**config.mk**
```make
export PLATFORM = sky130hd
export DESIGN_NAME = rail_supervisor_ctl
export DESIGN_NICKNAME = d
export VERILOG_FILES = /design/src/rtl/sup_pkg.sv /design/src/rtl/sup_fault_map.sv /design/src/rtl/sup_stretch.sv /design/src/rtl/sup_ov_latch.sv /design/src/rtl/rail_supervisor_ctl.sv
export SDC_FILE = /design/constraint.sdc
export NUM_CORES = 1
export LEC_CHECK = 0
export BUFFER_PORTS_ARGS = -buffer_cell sky130_fd_sc_hd__buf_2
export CAP_MARGIN = 25
export CORE_ASPECT_RATIO = 0.8
export CORE_MARGIN = 2
export CORE_UTILIZATION = 35
export CTS_CLUSTER_SIZE = 12
export DETAILED_ROUTE_END_ITERATION = 6
export PLACE_DENSITY = 0.49
export REMOVE_ABC_BUFFERS = 1
export SLEW_MARGIN = 30
export SYNTH_ARGS = -nofsm -noshare
export SYNTH_HDL_FRONTEND = slang
export SYNTH_HIERARCHICAL = 1
export SYNTH_SLANG_ARGS = --single-unit
```
**constraint.sdc**
```tcl
create_clock -name clk -period 2.26 [get_ports clk]
set_input_delay 0.113 -clock clk [delete_from_list [all_inputs] [get_ports clk]]
set_output_delay 0.113 -clock clk [all_outputs]
set_load 0.02 [all_outputs]
```
**src/rtl/sup_pkg.sv**
```systemverilog
package sup_pkg;

   typedef enum logic [1:0] {
      POL_NEG_BOTH  = 2'b00,
      POL_POS_BOTH  = 2'b01,
      POL_SPLIT     = 2'b10,
      POL_SPLIT_ALT = 2'b11
   } pol_sel_e;

   localparam int OVCTL_LATCH   = 0;
   localparam int OVCTL_DISABLE = 1;

   // Rails below rails-2 are fixed positive; the last two follow the select code.
   function automatic logic rail_is_neg(input int idx, input int rails,
                                        input logic [1:0] sel);
      logic neg;
      neg = 1'b0;
      if (idx == rails - 2)
         neg = (sel == POL_NEG_BOTH);
      else if (idx == rails - 1)
         neg = (sel != POL_POS_BOTH);
      return neg;
   endfunction

endpackage

```
**src/rtl/sup_fault_map.sv**
```systemverilog
module sup_fault_map
   import sup_pkg::*;
#(
   parameter int RAILS = 4
) (
   input  logic [RAILS-1:0] hi_below,
   input  logic [RAILS-1:0] lo_above,
   input  logic [1:0]       pol_sel,
   output logic             uv_any,
   output logic             ov_any
);

   logic [RAILS-1:0] uv_vec;
   logic [RAILS-1:0] ov_vec;

   for (genvar g = 0; g < RAILS; g++) begin : g_rail
      logic neg;
      assign neg       = rail_is_neg(g, RAILS, pol_sel);
      assign uv_vec[g] = neg ? lo_above[g] : hi_below[g];
      assign ov_vec[g] = neg ? hi_below[g] : lo_above[g];
   end

   assign uv_any = |uv_vec;
   assign ov_any = |ov_vec;

endmodule

```
**src/rtl/sup_stretch.sv**
```systemverilog
module sup_stretch #(
   parameter int   CNT_W      = 16,
   parameter logic RST_ACTIVE = 1'b0
) (
   input  logic             clk,
   input  logic             rst_n,
   input  logic             direct,
   input  logic             fault,
   input  logic [CNT_W-1:0] load_val,
   output logic             active
);

   logic [CNT_W-1:0] cnt;

   always_ff @(posedge clk or negedge rst_n) begin
      if (!rst_n) begin
         cnt    <= '0;
         active <= RST_ACTIVE;
      end else if (direct) begin
         cnt    <= '0;
         active <= fault;
      end else if (fault) begin
         cnt    <= load_val;
         active <= 1'b1;
      end else if (cnt != '0) begin
         cnt    <= cnt - 1'b1;
      end else begin
         active <= 1'b0;
      end
   end

endmodule

```
**src/rtl/sup_ov_latch.sv**
```systemverilog
module sup_ov_latch (
   input  logic clk,
   input  logic rst_n,
   input  logic clear,
   input  logic hold_req,
   output logic latched
);

   always_ff @(posedge clk or negedge rst_n) begin
      if (!rst_n)
         latched <= 1'b0;
      else if (clear)
         latched <= 1'b0;
      else if (hold_req)
         latched <= 1'b1;
   end

endmodule

```
**src/rtl/rail_supervisor_ctl.sv**
```systemverilog
module rail_supervisor_ctl
   import sup_pkg::*;
#(
   parameter int RAILS       = 4,
   parameter int CNT_W       = 16,
   parameter int OV_CTL_MODE = OVCTL_LATCH
) (
   input  logic             clk,
   input  logic             rst_n,
   input  logic [RAILS-1:0] hi_below,
   input  logic [RAILS-1:0] lo_above,
   input  logic [1:0]       pol_sel,
   input  logic             supply_lock,
   input  logic [CNT_W-1:0] timeout_cyc,
   input  logic             timer_bypass,
   input  logic             ov_ctl,
   output logic             uv_n,
   output logic             ov_n
);

   localparam logic [CNT_W-1:0] NO_WAIT = '0;

   if (RAILS < 2) begin : g_bad_rails
      $error("rail_supervisor_ctl: RAILS must be at least 2");
   end
   if (CNT_W < 1) begin : g_bad_cnt
      $error("rail_supervisor_ctl: CNT_W must be at least 1");
   end
   if (OV_CTL_MODE != OVCTL_LATCH && OV_CTL_MODE != OVCTL_DISABLE) begin : g_bad_mode
      $error("rail_supervisor_ctl: unknown OV_CTL_MODE");
   end

   logic             uv_any, ov_any;
   logic             dis_on;
   logic             ov_latched;
   logic             uv_act, ov_act;
   logic [CNT_W-1:0] load_val;

   sup_fault_map #(.RAILS(RAILS)) map_i (
      .hi_below (hi_below),
      .lo_above (lo_above),
      .pol_sel  (pol_sel),
      .uv_any   (uv_any),
      .ov_any   (ov_any)
   );

   assign load_val = timer_bypass ? NO_WAIT : timeout_cyc;

   sup_stretch #(.CNT_W(CNT_W), .RST_ACTIVE(1'b1)) uv_str_i (
      .clk      (clk),
      .rst_n    (rst_n),
      .direct   (dis_on),
      .fault    (supply_lock | (uv_any & ~dis_on)),
      .load_val (load_val),
      .active   (uv_act)
   );

   sup_stretch #(.CNT_W(CNT_W), .RST_ACTIVE(1'b0)) ov_str_i (
      .clk      (clk),
      .rst_n    (rst_n),
      .direct   (dis_on | supply_lock),
      .fault    (ov_any & ~dis_on & ~supply_lock),
      .load_val (load_val),
      .active   (ov_act)
   );

   if (OV_CTL_MODE == OVCTL_DISABLE) begin : g_disable
      assign dis_on     = ov_ctl;
      assign ov_latched = 1'b0;
   end else begin : g_latch
      assign dis_on = 1'b0;
      sup_ov_latch latch_i (
         .clk      (clk),
         .rst_n    (rst_n),
         .clear    (supply_lock | ov_ctl),
         .hold_req (ov_any | ov_act),
         .latched  (ov_latched)
      );
   end

   assign uv_n = ~uv_act;
   assign ov_n = ~(ov_act | ov_latched);

endmodule

```
# Word level (Yosys, flattened, before mapping)
# Index checks and enable logic that the tools add are counted.
[word_totals]
elab_cells = 43
regBits = 35
[op_classes]
eq_ne = 3
n_addsub = 2
muxes = 17
reduce_logical = 8
n_bitwise = 8
[op_table]
columns = ["op", "n"]
rows = [
  ["$mux W16", 6],
  ["$reduce_bool A16 Y1", 2],
  ["$sub A16 B1 Y16 const B", 2],
  ["$mux W1", 11],
  ["$reduce_or A4 Y1", 2],
  ["$ne A2 B1 Y1 const B", 2],
  ["$or A1 B1 Y1", 4],
  ["$reduce_bool A2 Y1", 2],
  ["$ne A3 B2 Y1 const B", 1],
  ["$not A1 Y1", 3],
  ["$reduce_bool A3 Y1", 1],
  ["$logic_not A2 Y1", 1],
  ["$and A1 B1 Y1", 1],
]

# Logic depth before layout (Yosys ltp)
[logic_depth]
word_depth = 6
depth_mapped = 10
ltp_nobuf = 9

# Modules after synthesis
# The synthesis kept the hierarchy.
[by_module_without_submodules]
columns = ["mod", "area_each_um2", "cells_each", "seq_area_each_um2", "instances"]
rows = [
  ["sup_stretch (ov_str_i)", 1053.5, 107, 425.4, 1],
  ["sup_stretch (uv_str_i)", 1002.2, 108, 426.7, 1],
  ["rail_supervisor_ctl", 180.2, 24, 0.0, 1],
  ["sup_fault_map", 76.3, 13, 0.0, 1],
  ["sup_ov_latch", 35.0, 2, 25.0, 1],
]

# Worst setup path after synthesis
# No wires, ideal clock.
[synth_timing]
path_type = "register -> register"
from = "register ov_str_i.cnt[0]"
to = "register ov_str_i.cnt[10]"
setup_slack_ns = 0.435
setup_time_ns = 0.119
path_buffers = 1
synth_period_minus_slack_ns = 1.825
stages_incl_launch_ff = 8
arrival_time_ns = 1.706
path_cell_list = "dfrtp_1 > inv_1 > ha_1 > or4b_1 > nor4_4 > or3_4 > buf_12 > o21ai_2"
[synth_between]
elab_chain_cells = 4
[synth_lines]
columns = ["item", "line_no", "rtl"]
rows = [
  ["from (decl)", "sup_stretch.sv:13", "logic [CNT_W-1:0] cnt;"],
  ["from (signal assigned)", "sup_stretch.sv:23", "cnt <= load_val;"],
  ["from (signal assigned)", "sup_stretch.sv:26", "cnt <= cnt - 1'b1;"],
  ["$sub A16 B1 Y16", "sup_stretch.sv:26", ""],
  ["$mux W16", "sup_stretch.sv:25", "end else if (cnt != '0) begin"],
  ["$mux W16", "sup_stretch.sv:22", "end else if (fault) begin"],
  ["$mux W16", "sup_stretch.sv:19", "end else if (direct) begin"],
]
# Parallel ways exist; a longest one is shown, timed or not. The select of a mux whose other input is x is not followed.
# A chain may end at the register's enable or synchronous reset.

# Worst setup path in the final report
[layout_timing]
from = "register ov_str_i.cnt[0]"
to = "register ov_str_i.cnt[13]"
# The elaborated chain is that of the path after synthesis.

==> results_dict.tcl <==
set metrics [dict create \
    die_area_um2 7380 \
    synth-seq-cells 35 \
    cp_slowest_cell "or4b_1" \
    cp-end-kind "flop" \
    io_pins 33 \
    rows 26 \
    placed_cells 372 \
    clk_path_buf_depth 2 \
    min_period_ns 1.96 \
    yosysSeqAreaShare_pct 37.4 \
    gp_congestion 0.767 \
    grt_pass1_wl_um 9170 \
    dp_worst_setup_slack_ns 0.278 \
    status "finished clean" \
    final_cells 382 \
    n_antenna_cell 0 \
    post-route-period-util_pct 86.9 \
    vias 1849 \
    wl_per_cell_um 14.3 \
    cts_buffers 5 \
    worst_slack_ns 0.297 \
    crit_arrival_ns 2.15 \
    wl_met1_um 3100 \
    powerDensity_nw_per_um2 789 \
    via_per_inst 4.84 \
    pwr-share-clk_pct 31.4 \
    htree_levels 2 \
    start_kind "flop" \
    finalMaxSlewViolations 0 \
    p_sw_mw 0.711 \
    setup_viol 0 \
    port_buffers 32 \
    critPathRequiredTime_ns 2.45 \
    routed_wl_um 5480 \
    crit_fanout 11 \
    finalSetupTns_ns 0 \
    async_flop_share_pct 100 \
    finalHoldViolCount 0 \
    drive_above_1_share_pct 29.9 \
    rsz0062_at_grt "no" \
    grt_max_degree 36 \
    drc 0 \
    final_cell_mix "dfrtp_1 (34), buf_2 (32), nand2_1 (30)" \
    path_buf_inv 1 \
    synthToLayoutAreaGrowth_pct 18.2 \
    path_cells "inv_1 -> ha_1 -> or4b_1 -> nor4_4 -> or3_4 -> a21oi_1 -> a21o_1" \
    netlist-cell-type-count 56 \
    core_area_um2 6440 \
    clkSinkCount 35 \
    power.leakage_nw 1.25 \
    dr.max_layer_used "met4" \
    comb_power_share_pct 32.6 \
    clock_latency_ns 0.29 \
    switching_share_pct 32.5 \
    wl_met2_um 2080 \
    post_synth.cell_area_avg_um2 9.24 \
    fp.dieH_um 77.2 \
    grt_usage_pct 16.0 \
    synth_ff_type "dfrtp_1" \
    synthesis.area_um2 2350 \
    dr_wl_met3_um 227 \
    final.setup_skew_ns 0.00779 \
    nNetsFinal 330 \
    hp-class "input pin to flop" \
    final_common_cell "dfrtp_1" \
    antenna_left 0 \
    die-width_um 95.6 \
    yosysWarningCount 6 \
    dr.pass1.iters 4 \
    finalPower_mw 2.19 \
    dp_hpwl_um 4200 \
    grt-ovfl-total 0 \
    drv_cap 0 \
    root_buffer "clkbuf_8" \
    cts.clk_slew.worst_paths_ns 0.08 \
    worstSetupPathType "flop to flop" \
    p_seq_share_pct 36.0 \
    grt_pass1_vias 1867 \
    syn_inst 254 \
    synth_edf_count 0 \
    start_util_pct 36.4 \
    ir_worst_vdd_uv 221 \
    p_int_mw 1.48 \
    timing.fmax_mhz 509 \
    antenna_found_initial 0 \
    slowest_delay_ns 0.49 \
    drt-initial-drc-count 62 \
    cp_top_family "simple AND/OR/NAND/NOR gates" \
    cts_tree "built" \
]
flip-flops by register name, indices dropped and copies added, names as in the netlist:
signal / count
ov_str_i/cnt: 16
ov_str_i/active: 1
uv_str_i/active: 1
uv_str_i/cnt: 16
g_latch.latch_i/latched: 1
metrics by stage:
step	area, µm²	utilization (%)	hold slack (ns)
2_1_floorplan	2280	-	-0.183
3_3_place_gp	2610	40.5	0.276
3_5_place_dp	2610	40.5	0.271
4_1_cts	2750	42.8	0.133
5_1_grt	2770	43.1	0.146
6_report	2770	43.1	0.127
power by group through the flow:
| stage | Combinational (mW) | Clock, mW | Sequential (mW) |
|---|---|---|---|
| finish | 0.714 | 0.687 | 0.787 |
| global route | 0.806 | 0.739 | 0.798 |
| CTS | 0.718 | 0.706 | 0.785 |
| detailed placement | 0.712 | 0 | 0.795 |
| global placement | 0.713 | 0 | 0.797 |
| floorplan | 0.544 | 0 | 0.777 |
final cells by class:
class	instances	area [µm²]
Inverter	7	26.3
Multi-Input combinational cell	206	1380
Fill cell	671	3670
Tap cell	84	105
Clock inverter	3	67.6
Clock buffer	5	68.8
Timing Repair Buffer	42	250
Sequential cell	35	877
cell usage after synthesis (8+ instances only):
| master | instances | share of area [%] |
|---|---|---|
| dfrtp_1 | 34 | 36 |
| nand2_1 | 30 | 4.8 |
| nor2_1 | 16 | 2.6 |
| nor3_1 | 13 | 2.8 |
| xnor2_1 | 13 | 4.9 |
| o21ai_2 | 10 | 3.7 |
| o21ai_0 | 9 | 1.9 |
| a21oi_1 | 8 | 1.7 |
| nor2b_1 | 8 | 2.1 |
| nor4_1 | 8 | 2.1 |
cell families (layout without fill, tap and decap cells):
kind of cell / after synthesis / in the layout / synth area share [%]
simple gates: 129 / 129 / 33.5
fa+ha+maj: 2 / 2 / 1.07
compound gates: 49 / 49 / 14.6
mux: 4 / 4 / 1.76
other cells: 1 / 2 / 0.160
flops: 35 / 35 / 37.4
xor+xnor: 20 / 20 / 7.46
buf+inv: 14 / 57 / 4.05
worst register-to-register path, delay by kind of cell (launching register included):
| family | cells | cell delay (ns) |
|---|---|---|
| adder cells (fa/ha/maj) | 1 | 0.21 |
| flip-flops | 1 | 0.41 |
| AND/OR/NAND/NOR | 3 | 0.96 |
| AO/OA/AOI/OAI | 2 | 0.22 |
| buffers and inverters | 1 | 0.07 |
path summary, 6_finish.rpt:
kind	start	endpoint	slack, ns	cells past startpoint
worst max-delay path	ov_str_i/cnt[0]	ov_str_i/cnt[13]	0.30	7
worst min-delay path	supply_lock	ov_str_i/cnt[1]	0.13	2
worst max register to register	ov_str_i/cnt[0]	ov_str_i/cnt[13]	0.30	7
worst min register to register	g_latch.latch_i/latched	g_latch.latch_i/latched	0.49	1
max in group asynchronous	rst_n	ov_str_i/active	1.57	3
min in group asynchronous	rst_n	uv_str_i/cnt[9]	0.25	2
routing by layer:
layer  track usage [%]  up-vias
li1                  -      981
met1              25.2      822
met2              21.5       39
met3              3.73        7
met4              4.14        0
met5                 0        -
what timing repair did:
action / CTS / global route
setup buffers: 0 / 0
gates resized for setup: 0 / 0
hold buffers: 1 / 0
endpoints found under the hold margin: 34 / 0
Note: power is estimated with default switching activity, not from simulation.
